==> config.mk <==
export PLATFORM = sky130hd
export DESIGN_NAME = rw_turn_arb
export DESIGN_NICKNAME = d
export VERILOG_FILES = /design/src/rtl/rw_turn_pkg.sv /design/src/rtl/wq_watermark.sv /design/src/rtl/burst_counter.sv /design/src/rtl/turn_fsm.sv /design/src/rtl/rw_turn_arb.sv
export SDC_FILE = /design/constraint.sdc
export NUM_CORES = 1
export LEC_CHECK = 0
export BUFFER_PORTS_ARGS = -buffer_cell sky130_fd_sc_hd__buf_2
export CORE_MARGIN = 3
export CORE_UTILIZATION = 48
export DETAILED_ROUTE_END_ITERATION = 8
export PLACE_DENSITY = 0.81
export SYNTH_ARGS = -nofsm -noshare
export SYNTH_HDL_FRONTEND = slang
export SYNTH_HIERARCHICAL = 1
export SYNTH_SLANG_ARGS = --single-unit
==> constraint.sdc <==
create_clock -name clk -period 3.6 [get_ports clk]
set_input_delay 0.18 -clock clk [delete_from_list [all_inputs] [get_ports clk]]
set_output_delay 0.18 -clock clk [all_outputs]
set_load 0.01 [all_outputs]
==> src/rtl/rw_turn_pkg.sv <==
package rw_turn_pkg;

    typedef enum logic {
        DIR_RD = 1'b0,
        DIR_WR = 1'b1
    } dir_e;

    typedef struct packed {
        dir_e mode;
        logic pulse;
    } turn_st_t;

    function automatic int pct_of(input int depth, input int pct);
        return (depth * pct) / 100;
    endfunction

endpackage

==> src/rtl/wq_watermark.sv <==
module wq_watermark #(
    parameter int WQ_DEPTH = 32,
    parameter int HI_PCT   = 85,
    parameter int LO_PCT   = 50,
    localparam int OCC_W   = $clog2(WQ_DEPTH + 1)
) (
    input  logic [OCC_W-1:0] wr_occ,
    output logic             above_hi,
    output logic             at_or_below_lo,
    output logic             empty
);
    import rw_turn_pkg::*;

    localparam int HI = pct_of(WQ_DEPTH, HI_PCT);
    localparam int LO = pct_of(WQ_DEPTH, LO_PCT);
    localparam logic [OCC_W-1:0] HI_L = OCC_W'(HI);
    localparam logic [OCC_W-1:0] LO_L = OCC_W'(LO);

    always_comb begin
        above_hi       = (wr_occ > HI_L);
        at_or_below_lo = (wr_occ <= LO_L);
        empty          = (wr_occ == '0);
    end

endmodule

==> src/rtl/burst_counter.sv <==
module burst_counter #(
    parameter int CNT_W = 5
) (
    input  logic             clk,
    input  logic             rst_n,
    input  logic             clr,
    input  logic             inc,
    output logic [CNT_W-1:0] cnt
);
    localparam logic [CNT_W-1:0] SAT = '1;

    logic [CNT_W-1:0] cnt_d, cnt_q;

    always_comb begin
        cnt_d = cnt_q;
        if (clr) begin
            cnt_d = '0;
        end else if (inc && (cnt_q != SAT)) begin
            cnt_d = cnt_q + 1'b1;
        end
    end

    always_ff @(posedge clk) begin
        if (!rst_n) cnt_q <= '0;
        else        cnt_q <= cnt_d;
    end

    assign cnt = cnt_q;

endmodule

==> src/rtl/turn_fsm.sv <==
module turn_fsm (
    input  logic clk,
    input  logic rst_n,
    input  logic rd_empty,
    input  logic wr_empty,
    input  logic wr_above_hi,
    input  logic wr_at_lo,
    input  logic rd_min_met,
    input  logic wr_min_met,
    input  logic wr_block,
    output logic switch_now,
    output logic mode_wr,
    output logic pulse
);
    import rw_turn_pkg::*;

    turn_st_t st_d, st_q;
    logic     go_wr, go_rd;

    always_comb begin
        go_wr = !wr_block && !wr_empty &&
                (rd_empty || (wr_above_hi && rd_min_met));
        go_rd = !rd_empty && (wr_empty || (wr_min_met && wr_at_lo));

        switch_now = (st_q.mode == DIR_RD) ? go_wr : go_rd;

        st_d       = st_q;
        st_d.pulse = 1'b0;
        if (switch_now) begin
            st_d.mode  = (st_q.mode == DIR_RD) ? DIR_WR : DIR_RD;
            st_d.pulse = 1'b1;
        end
    end

    always_ff @(posedge clk) begin
        if (!rst_n) st_q <= '{mode: DIR_RD, pulse: 1'b0};
        else        st_q <= st_d;
    end

    assign mode_wr = (st_q.mode == DIR_WR);
    assign pulse   = st_q.pulse;

endmodule

==> src/rtl/rw_turn_arb.sv <==
module rw_turn_arb #(
    parameter int RQ_DEPTH = 32,
    parameter int WQ_DEPTH = 32,
    parameter int HI_PCT   = 85,
    parameter int LO_PCT   = 50,
    parameter int MIN_RD   = 16,
    parameter int MIN_WR   = 16,
    localparam int RQ_OCC_W = $clog2(RQ_DEPTH + 1),
    localparam int WQ_OCC_W = $clog2(WQ_DEPTH + 1),
    localparam int MIN_MAX  = (MIN_RD > MIN_WR) ? MIN_RD : MIN_WR,
    localparam int CNT_W    = $clog2(MIN_MAX + 1)
) (
    input  logic                clk,
    input  logic                rst_n,
    input  logic [RQ_OCC_W-1:0] rd_occ,
    input  logic [WQ_OCC_W-1:0] wr_occ,
    input  logic                rd_issue,
    input  logic                wr_issue,
    input  logic                wr_block,
    output logic                mode_wr,
    output logic                switch_pulse,
    output logic [CNT_W-1:0]    rd_cnt,
    output logic [CNT_W-1:0]    wr_cnt
);
    localparam logic [CNT_W-1:0] MIN_RD_L = CNT_W'(MIN_RD);
    localparam logic [CNT_W-1:0] MIN_WR_L = CNT_W'(MIN_WR);

    logic wr_above_hi, wr_at_lo, wr_empty, rd_empty;
    logic switch_now;
    logic [1:0]       issue_v;
    logic [CNT_W-1:0] cnt_v [2];

    assign rd_empty = (rd_occ == '0);
    assign issue_v  = {wr_issue, rd_issue};

    wq_watermark #(
        .WQ_DEPTH (WQ_DEPTH),
        .HI_PCT   (HI_PCT),
        .LO_PCT   (LO_PCT)
    ) u_wmark (
        .wr_occ         (wr_occ),
        .above_hi       (wr_above_hi),
        .at_or_below_lo (wr_at_lo),
        .empty          (wr_empty)
    );

    turn_fsm u_fsm (
        .clk         (clk),
        .rst_n       (rst_n),
        .rd_empty    (rd_empty),
        .wr_empty    (wr_empty),
        .wr_above_hi (wr_above_hi),
        .wr_at_lo    (wr_at_lo),
        .rd_min_met  (cnt_v[0] >= MIN_RD_L),
        .wr_min_met  (cnt_v[1] >= MIN_WR_L),
        .wr_block    (wr_block),
        .switch_now  (switch_now),
        .mode_wr     (mode_wr),
        .pulse       (switch_pulse)
    );

    // index 0 counts reads, index 1 counts writes
    for (genvar g = 0; g < 2; g++) begin : g_cnt
        burst_counter #(.CNT_W(CNT_W)) u_cnt (
            .clk   (clk),
            .rst_n (rst_n),
            .clr   (switch_now),
            .inc   (issue_v[g] && (mode_wr == 1'(g))),
            .cnt   (cnt_v[g])
        );
    end

    assign rd_cnt = cnt_v[0];
    assign wr_cnt = cnt_v[1];

    a_r9_pulse_tracks_mode: assert property (@(posedge clk) disable iff (!rst_n)
        (mode_wr != $past(mode_wr)) |-> switch_pulse);

    a_r3_counts_clear: assert property (@(posedge clk) disable iff (!rst_n)
        switch_pulse |-> (rd_cnt == '0 && wr_cnt == '0));

    a_r6_no_blocked_switch: assert property (@(posedge clk) disable iff (!rst_n)
        (switch_pulse && mode_wr) |-> !$past(wr_block));

    a_r4_min_reads: assert property (@(posedge clk) disable iff (!rst_n)
        (switch_pulse && mode_wr) |-> ($past(rd_cnt) >= MIN_RD_L || $past(rd_occ) == '0));

    a_r8_write_exit: assert property (@(posedge clk) disable iff (!rst_n)
        (switch_pulse && !mode_wr) |->
            ($past(rd_occ) != '0 && ($past(wr_occ) == '0 || $past(wr_cnt) >= MIN_WR_L)));

    a_r2_idle_counter: assert property (@(posedge clk) disable iff (!rst_n)
        mode_wr ? (rd_cnt == '0) : (wr_cnt == '0));

endmodule

Word-level counts from Yosys, hierarchy flattened
Index checks and enable logic that the tools add are counted.
{"block": "word_totals", "regBits": 12, "inputBits": 17, "out_inout_bits": 12, "word_cells": 34}
{"block": "op_classes", "add_sub_neg": 2, "magnitude_cmp": 4, "n_eq_ne": 2, "n_mux": 3, "bitwise": 2, "reduce_logical": 17}
{"cell": "6-bit logical NOT", "count": 2}
{"cell": "5-bit by 1-bit adder with 5-bit output (second input constant)", "count": 2}
{"cell": "5-bit >= comparator (second input constant)", "count": 2}
{"cell": "5-bit inequality test (second input constant)", "count": 2}
{"cell": "1-bit logical AND", "count": 9}
{"cell": "6-bit by 5-bit > comparator with 1-bit output (second input constant)", "count": 1}
{"cell": "6-bit by 5-bit less-or-equal comparator with 1-bit output (second input constant)", "count": 1}
{"cell": "1-bit logical NOT", "count": 3}
{"cell": "1-bit two-way mux", "count": 3}
{"cell": "1-bit logical OR", "count": 2}
{"cell": "1-bit NOT", "count": 2}
{"cell": "2-bit OR reduction", "count": 1}

Longest topological paths before layout
Gate-level depths: netlist of the first run.
{"block": "depth", "depth_word": 6, "depth_mapped": 6, "depth_no_buf": 6}

Modules after synthesis
Netlist of the first run, hierarchy kept.
{"module": "burst_counter", "n_inst": 2, "cells_per_inst": 26, "area_each_um2": 239.0, "seq_area_each_um2": 100.1}
{"module": "turn_fsm", "n_inst": 1, "cells_per_inst": 10, "area_each_um2": 102.6, "seq_area_each_um2": 40.0}
{"module": "rw_turn_arb", "n_inst": 1, "cells_per_inst": 6, "area_each_um2": 41.3, "seq_area_each_um2": 0.0}
{"module": "wq_watermark", "n_inst": 1, "cells_per_inst": 4, "area_each_um2": 30.0, "seq_area_each_um2": 0.0}

Worst setup path before layout of the first run
OpenSTA, ideal clock, no wires.
{"block": "synth_timing", "path_type": "flip-flop to flip-flop", "startpoint": "register g_cnt[0].u_cnt.cnt_q[0]", "endpoint": "register g_cnt[0].u_cnt.cnt_q[3]", "setup_ns": 0.070, "t_arrival_ns": 1.517, "required_time_ns": 3.530, "slack_ns": 2.013, "path_stages_with_launch": 7, "n_path_buf": 0, "period_less_slack_ns": 1.587, "cell_sequence": "dfxtp_1 ha_1 and3_1 ha_1 nand2b_4 or3_1 a21oi_1"}
{"block": "synth_between", "elab_chain_len": 6, "elab_cells_between_ends": 9, "classes_between": "1 x add/sub; 1 x order compare; 1 x eq/ne; 1 x mux; 5 x reduce/logical"}
{"element": "start: declaration", "line": "burst_counter.sv:12", "source": "logic [CNT_W-1:0] cnt_d, cnt_q;"}
{"element": "start signal: assignment", "line": "burst_counter.sv:25", "source": "else cnt_q <= cnt_d;"}
{"element": "5-bit >= comparator", "line": "rw_turn_arb.sv:54", "source": ".rd_min_met (cnt_v[0] >= MIN_RD_L),"}
{"element": "1-bit logical AND", "line": "turn_fsm.sv:22", "source": "(rd_empty || (wr_above_hi && rd_min_met));"}
{"element": "1-bit logical OR", "line": "turn_fsm.sv:22"}
{"element": "1-bit logical AND", "line": "turn_fsm.sv:21", "source": "go_wr = !wr_block && !wr_empty &&"}
{"element": "1-bit two-way mux", "line": "turn_fsm.sv:25", "source": "switch_now = (st_q.mode == DIR_RD) ? go_wr : go_rd;"}
{"element": "2-bit OR reduction (no line)"}
Parallel ways exist; a longest one is shown, timed or not.
A chain may end at the register's enable or synchronous reset.

Worst setup path in the final report of the first run
Ends and elaborated chain as after synthesis.

==> results of run 1 <==
## state kept, by name, summed over array words and instances, names as in the netlist
| register | cells |
|---|---|
| u_fsm/pulse | 1 |
| u_fsm/mode_wr | 1 |
| g_cnt.u_cnt/cnt | 10 |
## critical path: stages (launching register included)
cell and delay, ns:
sky130_fd_sc_hd__dfxtp_1 0.34, sky130_fd_sc_hd__ha_1 0.23, sky130_fd_sc_hd__and3_1 0.19, sky130_fd_sc_hd__ha_1 0.19, sky130_fd_sc_hd__nand2b_4 0.15, sky130_fd_sc_hd__or3_1 0.36
sky130_fd_sc_hd__a21oi_1 0.17
## routing by layer
layer  up-vias  track usage (%)  part of all wire (%)
met2        14             28.4                    52
met4         0             7.45                     0
li1        312                -                     -
met3         0             3.81                   5.5
met1       269             18.3                    42
met5         -                0                     0
## cell usage in the layout, fill, tap and decap left out, drive strengths merged
| cell | netlist | final |
|---|---|---|
| o221a | 1 | 1 |
| nand2b | 4 | 4 |
| or3 | 3 | 3 |
| o21ai | 2 | 2 |
| buf | 0 | 28 |
| o22ai | 1 | 1 |
| nor3 | 3 | 3 |
| clkbuf | 2 | 3 |
| dfxtp | 12 | 12 |
| a21oi | 9 | 9 |
| or4 | 2 | 2 |
| and2 | 2 | 2 |
| xor2 | 2 | 2 |
| nand3b | 2 | 2 |
| nand3 | 2 | 2 |
| nor2b | 1 | 1 |
| nand2 | 8 | 8 |
| a31o | 1 | 1 |
| xnor2 | 2 | 2 |
| ha | 4 | 4 |
| and3 | 2 | 2 |
| and2b | 2 | 2 |
| nor2 | 4 | 4 |
| or2b | 1 | 1 |
## kinds of logic after synthesis
kind of cell	after synthesis	synth area share, %
AO/OA/AOI/OAI	14	14.0
XOR/XNOR	4	5.38
adder cells (fa/ha/maj)	4	7.68
buffers and inverters	2	1.15
flip-flops	12	36.9
AND/OR/NAND/NOR	36	34.9
## cell type report
type,count,area share (%)
Sequential cell,12,29.1
Clock buffer,3,2.73
Tap cell,14,2.12
Timing Repair Buffer,28,17.0
Multi-Input combinational cell,58,49.0
## power by group through the flow
stage | Combinational, mW | Sequential, mW | Clock, mW
floorplan | 0.0124 | 0.142 | 0
global route | 0.0321 | 0.138 | 0.0893
CTS | 0.0283 | 0.138 | 0.0843
finish | 0.0282 | 0.138 | 0.0797
detailed placement | 0.0283 | 0.141 | 0
global placement | 0.0273 | 0.141 | 0
## stage by stage
step / instances / area (um^2)
after floorplan: 72 / 652
after global placement: 112 / 802
after detailed placement: 112 / 802
after CTS: 115 / 825
after global routing: 115 / 825
final: 115 / 825
## worst max path at each step
| stage | to | cells after the start | from | slack, ns |
|---|---|---|---|---|
| floorplan | g_cnt[0].u_cnt/cnt[3] | 6 | g_cnt[0].u_cnt/cnt[0] | 2.01 |
| detailed placement | g_cnt[0].u_cnt/cnt[3] | 7 | wr_occ[0] | 1.81 |
| finish | g_cnt[0].u_cnt/cnt[3] | 6 | g_cnt[0].u_cnt/cnt[0] | 1.90 |
| CTS | g_cnt[0].u_cnt/cnt[3] | 6 | g_cnt[0].u_cnt/cnt[0] | 1.88 |
| global placement | g_cnt[0].u_cnt/cnt[4] | 7 | wr_occ[0] | 1.87 |
| global route | g_cnt[0].u_cnt/cnt[3] | 6 | g_cnt[0].u_cnt/cnt[0] | 1.80 |
==> impl_metrics.xml, run 1 <==
<?xml version="1.0" encoding="UTF-8"?>
<metrics>
  <group name="outcome">
    <metric name="status" unit="">finished clean</metric>
  </group>
  <group name="place">
    <metric name="post-dp-hpwl" unit="um">1090</metric>
    <metric name="final_weighted_congestion_in_routability_driven_placement" unit="">0.774</metric>
    <metric name="port_buffers" unit="">28</metric>
    <metric name="preCtsSetupSlack" unit="ns">1.81</metric>
  </group>
  <group name="setup_path">
    <metric name="worst-endpoint-arrival" unit="ns">1.90</metric>
    <metric name="critical_path_data_required_time" unit="ns">3.80</metric>
    <metric name="critPathCaptureType" unit="">flop</metric>
    <metric name="startpoint_type" unit="">flop</metric>
    <metric name="critical_path.reg2reg.startpoint" unit="">g_cnt[0].u_cnt/cnt[0]</metric>
    <metric name="crit_fanout" unit="">4</metric>
    <metric name="cell_count_of_the_worst_reg_to_reg_path" unit="">6</metric>
    <metric name="criticalPathCategory" unit="">reg2reg</metric>
    <metric name="rr_endpoint" unit="">g_cnt[0].u_cnt/cnt[3]</metric>
    <metric name="r2r_slack" unit="ns">1.90</metric>
  </group>
  <group name="sta">
    <metric name="slew-limit-headroom" unit="%">79.9</metric>
    <metric name="setup-tns-final" unit="ns">0</metric>
    <metric name="hold_violations" unit="">0</metric>
    <metric name="layout_setup_ws" unit="ns">1.90</metric>
    <metric name="tightestPinTransition" unit="ns">0.301</metric>
    <metric name="setup_viol" unit="">0</metric>
    <metric name="finalCriticalPeriod" unit="ns">1.70</metric>
    <metric name="finClkSkew" unit="ns">0.00928</metric>
    <metric name="maxClockFrequency" unit="GHz">0.588</metric>
    <metric name="hold-worst-slack" unit="ns">0.166</metric>
    <metric name="final.period_utilization" unit="%">47.2</metric>
    <metric name="finalMaxSlewViolations" unit="">0</metric>
    <metric name="setup_repair_after_global_routing_missed_its_margin" unit="">false</metric>
  </group>
  <group name="floorplan">
    <metric name="die_h" unit="um">42.9</metric>
    <metric name="core.rowCount" unit="">12</metric>
    <metric name="starting_density_of_the_core" unit="%">55.0</metric>
    <metric name="die_area" unit="um^2">1840</metric>
    <metric name="dieWidth" unit="um">42.9</metric>
    <metric name="design.portCount" unit="">29</metric>
    <metric name="placeableCoreArea" unit="um^2">1190</metric>
  </group>
  <group name="global_route">
    <metric name="first_global_vias" unit="">559</metric>
    <metric name="first_pass_grt_wire_length" unit="um">2260</metric>
    <metric name="grtUsageTotal" unit="%">16.3</metric>
    <metric name="grt-ovfl-total" unit="">0</metric>
    <metric name="grt_max_degree" unit="">7</metric>
    <metric name="grt_antenna_before_repair" unit="">0</metric>
  </group>
  <group name="min_path">
    <metric name="beginning_of_the_worst_hold_path" unit="">rst_n</metric>
    <metric name="hold_path_class" unit="">in2reg</metric>
    <metric name="timing.hold.worst_path_depth" unit="">2</metric>
    <metric name="worstHoldEndpoint" unit="">u_fsm/pulse</metric>
  </group>
  <group name="layout">
    <metric name="syn2layout_area_growth" unit="%">26.5</metric>
    <metric name="final_net_count" unit="">124</metric>
    <metric name="layout.area.seq" unit="um^2">240</metric>
    <metric name="final.fill_count" unit="">105</metric>
    <metric name="share_of_cells_above_drive_strength_1" unit="%">40.6</metric>
    <metric name="footprint_of_the_multi_input_gates" unit="um^2">404</metric>
    <metric name="final_util" unit="%">69.5</metric>
    <metric name="antenna_cells_inserted" unit="">0</metric>
  </group>
  <group name="drt">
    <metric name="route.detailed.wl_per_inst" unit="um">11.8</metric>
    <metric name="detail_route.first_pass.iterations" unit="">4</metric>
    <metric name="drtIter0Drc" unit="">14</metric>
    <metric name="drc_errors" unit="">0</metric>
    <metric name="drtAntennaViolNets" unit="">0</metric>
    <metric name="totalWireLength" unit="um">1350</metric>
    <metric name="dr_total_vias" unit="">595</metric>
    <metric name="viasPerCell" unit="">5.17</metric>
  </group>
  <group name="power_and_ir_drop">
    <metric name="switching_share" unit="%">23.4</metric>
    <metric name="power.switching" unit="mW">0.0574</metric>
    <metric name="ir_drop" unit="mV">0.242</metric>
    <metric name="power.sequential.fraction" unit="%">56.1</metric>
    <metric name="power" unit="mW">0.246</metric>
    <metric name="p_int" unit="mW">0.188</metric>
    <metric name="cellPowerDensity" unit="nW/um^2">298</metric>
    <metric name="clkPwrFrac" unit="%">32.4</metric>
    <metric name="comb_power_share" unit="%">11.5</metric>
    <metric name="power.leakage" unit="nW">0.386</metric>
  </group>
  <group name="synthesis">
    <metric name="number_of_enable_flip_flop_cells_after_synthesis" unit="">0</metric>
    <metric name="yosys.area.top_type_share" unit="%">36.9</metric>
    <metric name="synthesis.nets" unit="">93</metric>
    <metric name="synth_async_sr_flop_share" unit="%">0</metric>
    <metric name="synth.ff_latch_count" unit="">12</metric>
    <metric name="ys_top_cells_by_area" unit="">sky130_fd_sc_hd__dfxtp_1 37%, sky130_fd_sc_hd__ha_1 7.7%, sky130_fd_sc_hd__a21oi_1 6.1%, sky130_fd_sc_hd__nand2_1 4.6%, sky130_fd_sc_hd__nand2b_4 4.2%</metric>
    <metric name="netlist_area" unit="um^2">652</metric>
    <metric name="ys.warnings.count" unit="">6</metric>
    <metric name="post-synth-top-count-cell" unit="">sky130_fd_sc_hd__dfxtp_1</metric>
    <metric name="gate_count_after_technology_mapping" unit="">72</metric>
    <metric name="syn_area_per_cell" unit="um^2">9.05</metric>
    <metric name="synthFlopType" unit="">sky130_fd_sc_hd__dfxtp_1</metric>
    <metric name="count_of_cell_types_in_the_netlist" unit="">26</metric>
    <metric name="synth.top_cells.by_count" unit="">12 x sky130_fd_sc_hd__dfxtp_1, 8 x sky130_fd_sc_hd__a21oi_1, 8 x sky130_fd_sc_hd__nand2_1</metric>
    <metric name="synthDominantAreaCellType" unit="">sky130_fd_sc_hd__dfxtp_1</metric>
    <metric name="synth_seq_area_share" unit="%">36.9</metric>
  </group>
  <group name="cts">
    <metric name="post_cts_resize_count" unit="">0</metric>
    <metric name="cts_sinks" unit="">12</metric>
    <metric name="cts_buffers" unit="">3</metric>
    <metric name="cts-hold-fix-buffers" unit="">0</metric>
    <metric name="cts_root_buf" unit="">sky130_fd_sc_hd__clkbuf_4</metric>
    <metric name="cts.reportedPaths.clkPinSlew" unit="ns">0.08</metric>
    <metric name="htree_levels" unit="">1</metric>
    <metric name="clk_latency" unit="ns">0.27</metric>
    <metric name="cts_tree" unit="">yes</metric>
    <metric name="buffer_depth_of_the_longest_clock_path" unit="">2</metric>
    <metric name="cts_setup_buffers" unit="">0</metric>
  </group>
  <group name="run">
    <metric name="maxCapViolCount" unit="">0</metric>
  </group>
</metrics>
Note: power is estimated with default switching activity, not from simulation.
==> inputs of run 2 (changes only) <==
- CORE_UTILIZATION: 48 -> 40
- PLACE_DENSITY: 0.81 -> 0.72
- clock period: 3.6 -> 1.4 ns (I/O delays scaled with it)
==> run 2 against run 1 <==
The run now ends with setup timing left. Global-route usage increased by 0.93 points. Power rose to 2.7 times the previous value. Clock skew shrank 0.0072 ns. Wire length increased by 13%. Critical endpoint is now g_cnt[1].u_cnt/cnt[3].
==> impl_metrics.xml, run 2 (synthesis results as in run 1) <==
<?xml version="1.0" encoding="UTF-8"?>
<metrics>
  <group name="sta">
    <metric name="finClkSkew" unit="ns">0.00205</metric>
    <metric name="slew-limit-headroom" unit="%">79.8</metric>
    <metric name="setup_repair_after_global_routing_missed_its_margin" unit="">true</metric>
    <metric name="finalMaxSlewViolations" unit="">0</metric>
    <metric name="finalCriticalPeriod" unit="ns">1.48</metric>
    <metric name="final.period_utilization" unit="%">106</metric>
    <metric name="layout_setup_ws" unit="ns">-0.0782</metric>
    <metric name="tightestPinTransition" unit="ns">0.302</metric>
    <metric name="setup_viol" unit="">2</metric>
    <metric name="maxClockFrequency" unit="GHz">0.677</metric>
    <metric name="hold_violations" unit="">0</metric>
  </group>
  <group name="drt">
    <metric name="drc_errors" unit="">0</metric>
    <metric name="routedLengthMet1" unit="um">704</metric>
    <metric name="highest-signal-layer" unit="">met4</metric>
    <metric name="drtIter0Drc" unit="">9</metric>
    <metric name="dr_total_vias" unit="">625</metric>
    <metric name="route.detailed.wl_per_inst" unit="um">12.3</metric>
    <metric name="drtAntennaViolNets" unit="">0</metric>
    <metric name="detail_route.first_pass.iterations" unit="">4</metric>
    <metric name="detailroute.wirelength.met2" unit="um">711</metric>
    <metric name="viasPerCell" unit="">5.00</metric>
    <metric name="wl_met3" unit="um">76</metric>
    <metric name="totalWireLength" unit="um">1530</metric>
  </group>
  <group name="cts">
    <metric name="htree_levels" unit="">1</metric>
    <metric name="cts_root_buf" unit="">sky130_fd_sc_hd__clkbuf_4</metric>
    <metric name="cts_buffers" unit="">3</metric>
    <metric name="cts_sinks" unit="">12</metric>
    <metric name="cts-hold-fix-buffers" unit="">0</metric>
    <metric name="clk_latency" unit="ns">0.27</metric>
    <metric name="cts.reportedPaths.clkPinSlew" unit="ns">0.07</metric>
    <metric name="cts_tree" unit="">yes</metric>
    <metric name="buffer_depth_of_the_longest_clock_path" unit="">2</metric>
  </group>
  <group name="layout">
    <metric name="layout.cells.most_common_list" unit="">28 x sky130_fd_sc_hd__buf_2, 8 x sky130_fd_sc_hd__a21oi_1, 8 x sky130_fd_sc_hd__nand2_1, 8 x sky130_fd_sc_hd__dfxtp_1, 8 x sky130_fd_sc_hd__buf_4</metric>
    <metric name="antenna_cells_inserted" unit="">0</metric>
    <metric name="flip_flop_count_of_the_largest_register_after_layout" unit="">10</metric>
    <metric name="share_of_cells_above_drive_strength_1" unit="%">54.5</metric>
    <metric name="most_common_cell_after_layout_fill_and_taps_aside" unit="">sky130_fd_sc_hd__buf_2</metric>
    <metric name="syn2layout_area_growth" unit="%">48.0</metric>
    <metric name="footprint_of_the_multi_input_gates" unit="um^2">469</metric>
    <metric name="layout.area.seq" unit="um^2">250</metric>
    <metric name="final_net_count" unit="">132</metric>
    <metric name="final_area" unit="um^2">965</metric>
    <metric name="final_util" unit="%">68.2</metric>
    <metric name="final.fill_count" unit="">123</metric>
  </group>
  <group name="global_route">
    <metric name="grt-ovfl-total" unit="">0</metric>
    <metric name="first_pass_grt_wire_length" unit="um">2480</metric>
    <metric name="grt_max_degree" unit="">8</metric>
    <metric name="first_global_vias" unit="">592</metric>
    <metric name="grt_antenna_before_repair" unit="">0</metric>
    <metric name="grtUsageTotal" unit="%">17.2</metric>
  </group>
  <group name="floorplan">
    <metric name="placeableCoreArea" unit="um^2">1420</metric>
    <metric name="design.portCount" unit="">29</metric>
    <metric name="die_area" unit="um^2">2150</metric>
    <metric name="starting_density_of_the_core" unit="%">46.1</metric>
    <metric name="die_h" unit="um">46.4</metric>
    <metric name="core.rowCount" unit="">13</metric>
    <metric name="dieWidth" unit="um">46.4</metric>
  </group>
  <group name="power_and_ir_drop">
    <metric name="power" unit="mW">0.667</metric>
    <metric name="ir_drop" unit="mV">0.575</metric>
    <metric name="power.leakage" unit="nW">0.417</metric>
    <metric name="cellPowerDensity" unit="nW/um^2">691</metric>
  </group>
  <group name="outcome">
    <metric name="failing_checks" unit="">setup timing</metric>
    <metric name="status" unit="">complete, but fails checks</metric>
  </group>
  <group name="setup_path">
    <metric name="worst-endpoint-arrival" unit="ns">1.69</metric>
    <metric name="crit_fanout" unit="">4</metric>
    <metric name="criticalPathCategory" unit="">reg2reg</metric>
    <metric name="critical_path_data_required_time" unit="ns">1.61</metric>
    <metric name="critPathCaptureType" unit="">flop</metric>
    <metric name="startpoint_type" unit="">flop</metric>
  </group>
  <group name="place">
    <metric name="post-dp-hpwl" unit="um">1280</metric>
    <metric name="final_weighted_congestion_in_routability_driven_placement" unit="">0.739</metric>
    <metric name="port_buffers" unit="">28</metric>
    <metric name="detailed_place.area" unit="um^2">931</metric>
  </group>
  <group name="min_path">
    <metric name="hold_path_class" unit="">in2reg</metric>
  </group>
  <group name="run">
    <metric name="maxCapViolCount" unit="">0</metric>
  </group>
</metrics>
run 2: cell count changes in the layout (fill, tap and decap cells not counted), sizes merged:
cell | before | now
clkbuf | 3 | 4
buf | 28 | 36
run 2: area by class of cell:
| class | instances | area share [%] |
|---|---|---|
| repair buffers | 36 | 20.8 |
| clock buffers | 4 | 2.72 |
| multi-input cells | 58 | 48.6 |
| flip-flops and latches | 12 | 25.9 |
| well taps | 15 | 1.95 |
run 2: metal layers:
layer | up-vias | GRT usage [%]
li1 | 332 | -
met1 | 275 | 19.8
met4 | 0 | 11.9
met5 | - | 0
met3 | 4 | 5.86
met2 | 14 | 26.4
run 2: worst paths after layout:
check / startpoint / end / slack (ns) / depth (start not counted)
hold / removal: rst_n / u_fsm/pulse / 0.06 / 2
setup / recovery: g_cnt[1].u_cnt/cnt[0] / g_cnt[1].u_cnt/cnt[3] / -0.08 / 6
setup reg to reg: g_cnt[1].u_cnt/cnt[0] / g_cnt[1].u_cnt/cnt[3] / -0.08 / 6
hold reg to reg: g_cnt[1].u_cnt/cnt[3] / g_cnt[1].u_cnt/cnt[3] / 0.51 / 2
run 2: repair_timing:
| item | in CTS | in global routing |
|---|---|---|
| endpoints found under the setup margin | 2 | 4 |
| pin swaps | 0 | 1 |
| resized for setup | 0 | 0 |
| setup buffers | 0 | 1 |
run 2: stage by stage:
step	setup slack [ns]	setup TNS (ns)	hold slack, ns	cells
after floorplan	-0.0272	-0.0510	0.192	72
after global placement	-0.159	-1.16	0.346	120
after detailed placement	-0.164	-1.46	0.340	120
after CTS	-0.0861	-0.165	0.0529	124
after global routing	-0.139	-0.271	0.0504	125
final	-0.0782	-0.149	0.0579	125
run 2: power breakdown:
group / switching [mW] / internal (mW)
clock: 0.115 / 0.110
sequential: 0.00622 / 0.347
combinational: 0.0410 / 0.0475
run 2: critical path: stages (launching register included):
cell	delay, ns
sky130_fd_sc_hd__dfxtp_4	0.36
sky130_fd_sc_hd__ha_4	0.15
sky130_fd_sc_hd__and3_4	0.18
sky130_fd_sc_hd__ha_4	0.15
sky130_fd_sc_hd__nand2b_4	0.14
sky130_fd_sc_hd__or3_1	0.31
sky130_fd_sc_hd__a21oi_1	0.12
==> inputs of run 3 (changes only) <==
- MAX_ROUTING_LAYER: default -> met4
- SKIP_LAST_GASP: default -> 1
==> run 3 against run 2 <==
The flow still finishes with violations (setup timing). Maximum frequency about the same. Global-route usage increased by 0.49 points. Final area unchanged. Sequential share of layout area unchanged. Worst hold slack got worse by 0.00051 ns. Power about the same. Non-clock buffer count unchanged. Combinational power about the same. Utilization unchanged. Setup slack improved by 0.00096 ns.
==> impl_metrics.xml, run 3 (synthesis results as in run 1) <==
<?xml version="1.0" encoding="UTF-8"?>
<metrics>
  <group name="outcome">
    <metric name="status" unit="">complete, but fails checks</metric>
    <metric name="failing_checks" unit="">setup timing</metric>
  </group>
  <group name="drt">
    <metric name="dr_total_vias" unit="">625</metric>
    <metric name="viasPerCell" unit="">5.00</metric>
    <metric name="route.detailed.wl_per_inst" unit="um">12.2</metric>
    <metric name="detail_route.first_pass.iterations" unit="">4</metric>
    <metric name="drc_errors" unit="">0</metric>
    <metric name="totalWireLength" unit="um">1530</metric>
    <metric name="drtIter0Drc" unit="">9</metric>
    <metric name="drtAntennaViolNets" unit="">0</metric>
  </group>
  <group name="min_path">
    <metric name="hold_path_class" unit="">in2reg</metric>
  </group>
  <group name="layout">
    <metric name="final_util" unit="%">68.2</metric>
    <metric name="final_net_count" unit="">132</metric>
    <metric name="footprint_of_the_multi_input_gates" unit="um^2">469</metric>
    <metric name="flip_flop_count_of_the_largest_register_after_layout" unit="">10</metric>
    <metric name="antenna_cells_inserted" unit="">0</metric>
    <metric name="share_of_cells_above_drive_strength_1" unit="%">54.5</metric>
    <metric name="syn2layout_area_growth" unit="%">48.0</metric>
    <metric name="post_layout_nonfiller_instances" unit="">125</metric>
    <metric name="layout.area.seq" unit="um^2">250</metric>
    <metric name="most_common_cell_after_layout_fill_and_taps_aside" unit="">sky130_fd_sc_hd__buf_2</metric>
    <metric name="final.fill_count" unit="">123</metric>
    <metric name="layout.cells.most_common_list" unit="">28 x sky130_fd_sc_hd__buf_2, 8 x sky130_fd_sc_hd__a21oi_1, 8 x sky130_fd_sc_hd__nand2_1, 8 x sky130_fd_sc_hd__dfxtp_1, 8 x sky130_fd_sc_hd__buf_4</metric>
  </group>
  <group name="setup_path">
    <metric name="critPathCaptureType" unit="">flop</metric>
    <metric name="startpoint_type" unit="">flop</metric>
    <metric name="critical_path_data_required_time" unit="ns">1.61</metric>
    <metric name="worst-endpoint-arrival" unit="ns">1.69</metric>
    <metric name="criticalPathCategory" unit="">reg2reg</metric>
    <metric name="crit_fanout" unit="">4</metric>
  </group>
  <group name="cts">
    <metric name="clk_latency" unit="ns">0.27</metric>
    <metric name="buffer_depth_of_the_longest_clock_path" unit="">2</metric>
    <metric name="cts_tree" unit="">yes</metric>
    <metric name="cts-hold-fix-buffers" unit="">0</metric>
    <metric name="cts.reportedPaths.clkPinSlew" unit="ns">0.07</metric>
    <metric name="cts_root_buf" unit="">sky130_fd_sc_hd__clkbuf_4</metric>
    <metric name="cts_sinks" unit="">12</metric>
    <metric name="htree_levels" unit="">1</metric>
    <metric name="cts_buffers" unit="">3</metric>
    <metric name="post_cts_resize_count" unit="">0</metric>
  </group>
  <group name="place">
    <metric name="final_weighted_congestion_in_routability_driven_placement" unit="">0.748</metric>
    <metric name="place_inst" unit="">120</metric>
    <metric name="post-dp-hpwl" unit="um">1280</metric>
    <metric name="port_buffers" unit="">28</metric>
  </group>
  <group name="sta">
    <metric name="finalCriticalPeriod" unit="ns">1.48</metric>
    <metric name="finClkSkew" unit="ns">0.00205</metric>
    <metric name="hold_violations" unit="">0</metric>
    <metric name="final.period_utilization" unit="%">106</metric>
    <metric name="setup_repair_after_global_routing_missed_its_margin" unit="">true</metric>
    <metric name="slew-limit-headroom" unit="%">79.8</metric>
    <metric name="finalMaxSlewViolations" unit="">0</metric>
    <metric name="maxClockFrequency" unit="GHz">0.677</metric>
    <metric name="layout_setup_ws" unit="ns">-0.0772</metric>
    <metric name="setup_viol" unit="">2</metric>
    <metric name="setup-tns-final" unit="ns">-0.148</metric>
    <metric name="tightestPinTransition" unit="ns">0.302</metric>
  </group>
  <group name="global_route">
    <metric name="grt-ovfl-total" unit="">0</metric>
    <metric name="grtUsageTotal" unit="%">17.7</metric>
    <metric name="first_pass_grt_wire_length" unit="um">2480</metric>
    <metric name="grt_antenna_before_repair" unit="">0</metric>
    <metric name="first_global_vias" unit="">592</metric>
    <metric name="grt_max_degree" unit="">8</metric>
  </group>
  <group name="power_and_ir_drop">
    <metric name="ir_drop" unit="mV">0.575</metric>
    <metric name="cellPowerDensity" unit="nW/um^2">691</metric>
    <metric name="power" unit="mW">0.667</metric>
    <metric name="power.leakage" unit="nW">0.417</metric>
  </group>
  <group name="run">
    <metric name="maxCapViolCount" unit="">0</metric>
  </group>
  <group name="floorplan">
    <metric name="die_area" unit="um^2">2150</metric>
    <metric name="dieWidth" unit="um">46.4</metric>
    <metric name="design.portCount" unit="">29</metric>
    <metric name="starting_density_of_the_core" unit="%">46.1</metric>
    <metric name="core.rowCount" unit="">13</metric>
    <metric name="placeableCoreArea" unit="um^2">1420</metric>
    <metric name="die_h" unit="um">46.4</metric>
  </group>
</metrics>
==> run 3: cell counts in the layout (fill, tap and decap cells not counted) <==
No cell type changed its count.
==> run 3: area by class of cell <==
type / instances / share of cell area, %
Tap cell: 15 / 1.95
Sequential cell: 12 / 25.9
Clock buffer: 4 / 2.72
Multi-Input combinational cell: 58 / 48.6
Timing Repair Buffer: 36 / 20.8
==> run 3: critical path, cell delays in order (launching register included) <==
cell,delay (ns)
sky130_fd_sc_hd__dfxtp_4,0.36
sky130_fd_sc_hd__ha_4,0.15
sky130_fd_sc_hd__and3_4,0.18
sky130_fd_sc_hd__ha_4,0.15
sky130_fd_sc_hd__nand2b_4,0.14
sky130_fd_sc_hd__or3_1,0.31
sky130_fd_sc_hd__a21oi_1,0.12
==> run 3: per-stage QoR <==
stage / instance area [um^2] / setup WS, ns / hold slack, ns
2_1_floorplan: 727 / -0.0272 / 0.192
3_3_place_gp: 931 / -0.159 / 0.346
3_5_place_dp: 931 / -0.164 / 0.340
4_1_cts: 957 / -0.0861 / 0.0529
5_1_grt: 965 / -0.139 / 0.0504
6_report: 965 / -0.0772 / 0.0574
==> run 3: report_power, final <==
group / internal (mW) / switching [mW]
Combinational: 0.0475 / 0.0410
Clock: 0.110 / 0.115
Sequential: 0.347 / 0.00622
Total: 0.504 / 0.163
==> run 3: worst paths after layout <==
check | start | endpoint | slack (ns) | depth (start not counted)
setup / recovery | g_cnt[1].u_cnt/cnt[0] | g_cnt[1].u_cnt/cnt[3] | -0.08 | 6
hold / removal | rst_n | u_fsm/pulse | 0.06 | 2
setup reg to reg | g_cnt[1].u_cnt/cnt[0] | g_cnt[1].u_cnt/cnt[3] | -0.08 | 6
hold reg to reg | g_cnt[1].u_cnt/cnt[3] | g_cnt[1].u_cnt/cnt[3] | 0.51 | 2
==> run 3: what timing repair did <==
item	in CTS	in global routing
pin swaps	0	1
buffers inserted	0	1
setup endpoints to repair	2	4
==> run 3: routing by layer <==
layer | up-vias | part of all wire [%] | GRT usage, %
met5 | - | 0 | -
met4 | 0 | 2.6 | 11.9
met3 | 4 | 5.0 | 5.86
met2 | 14 | 46 | 26.4
met1 | 275 | 46 | 19.8
li1 | 332 | - | -
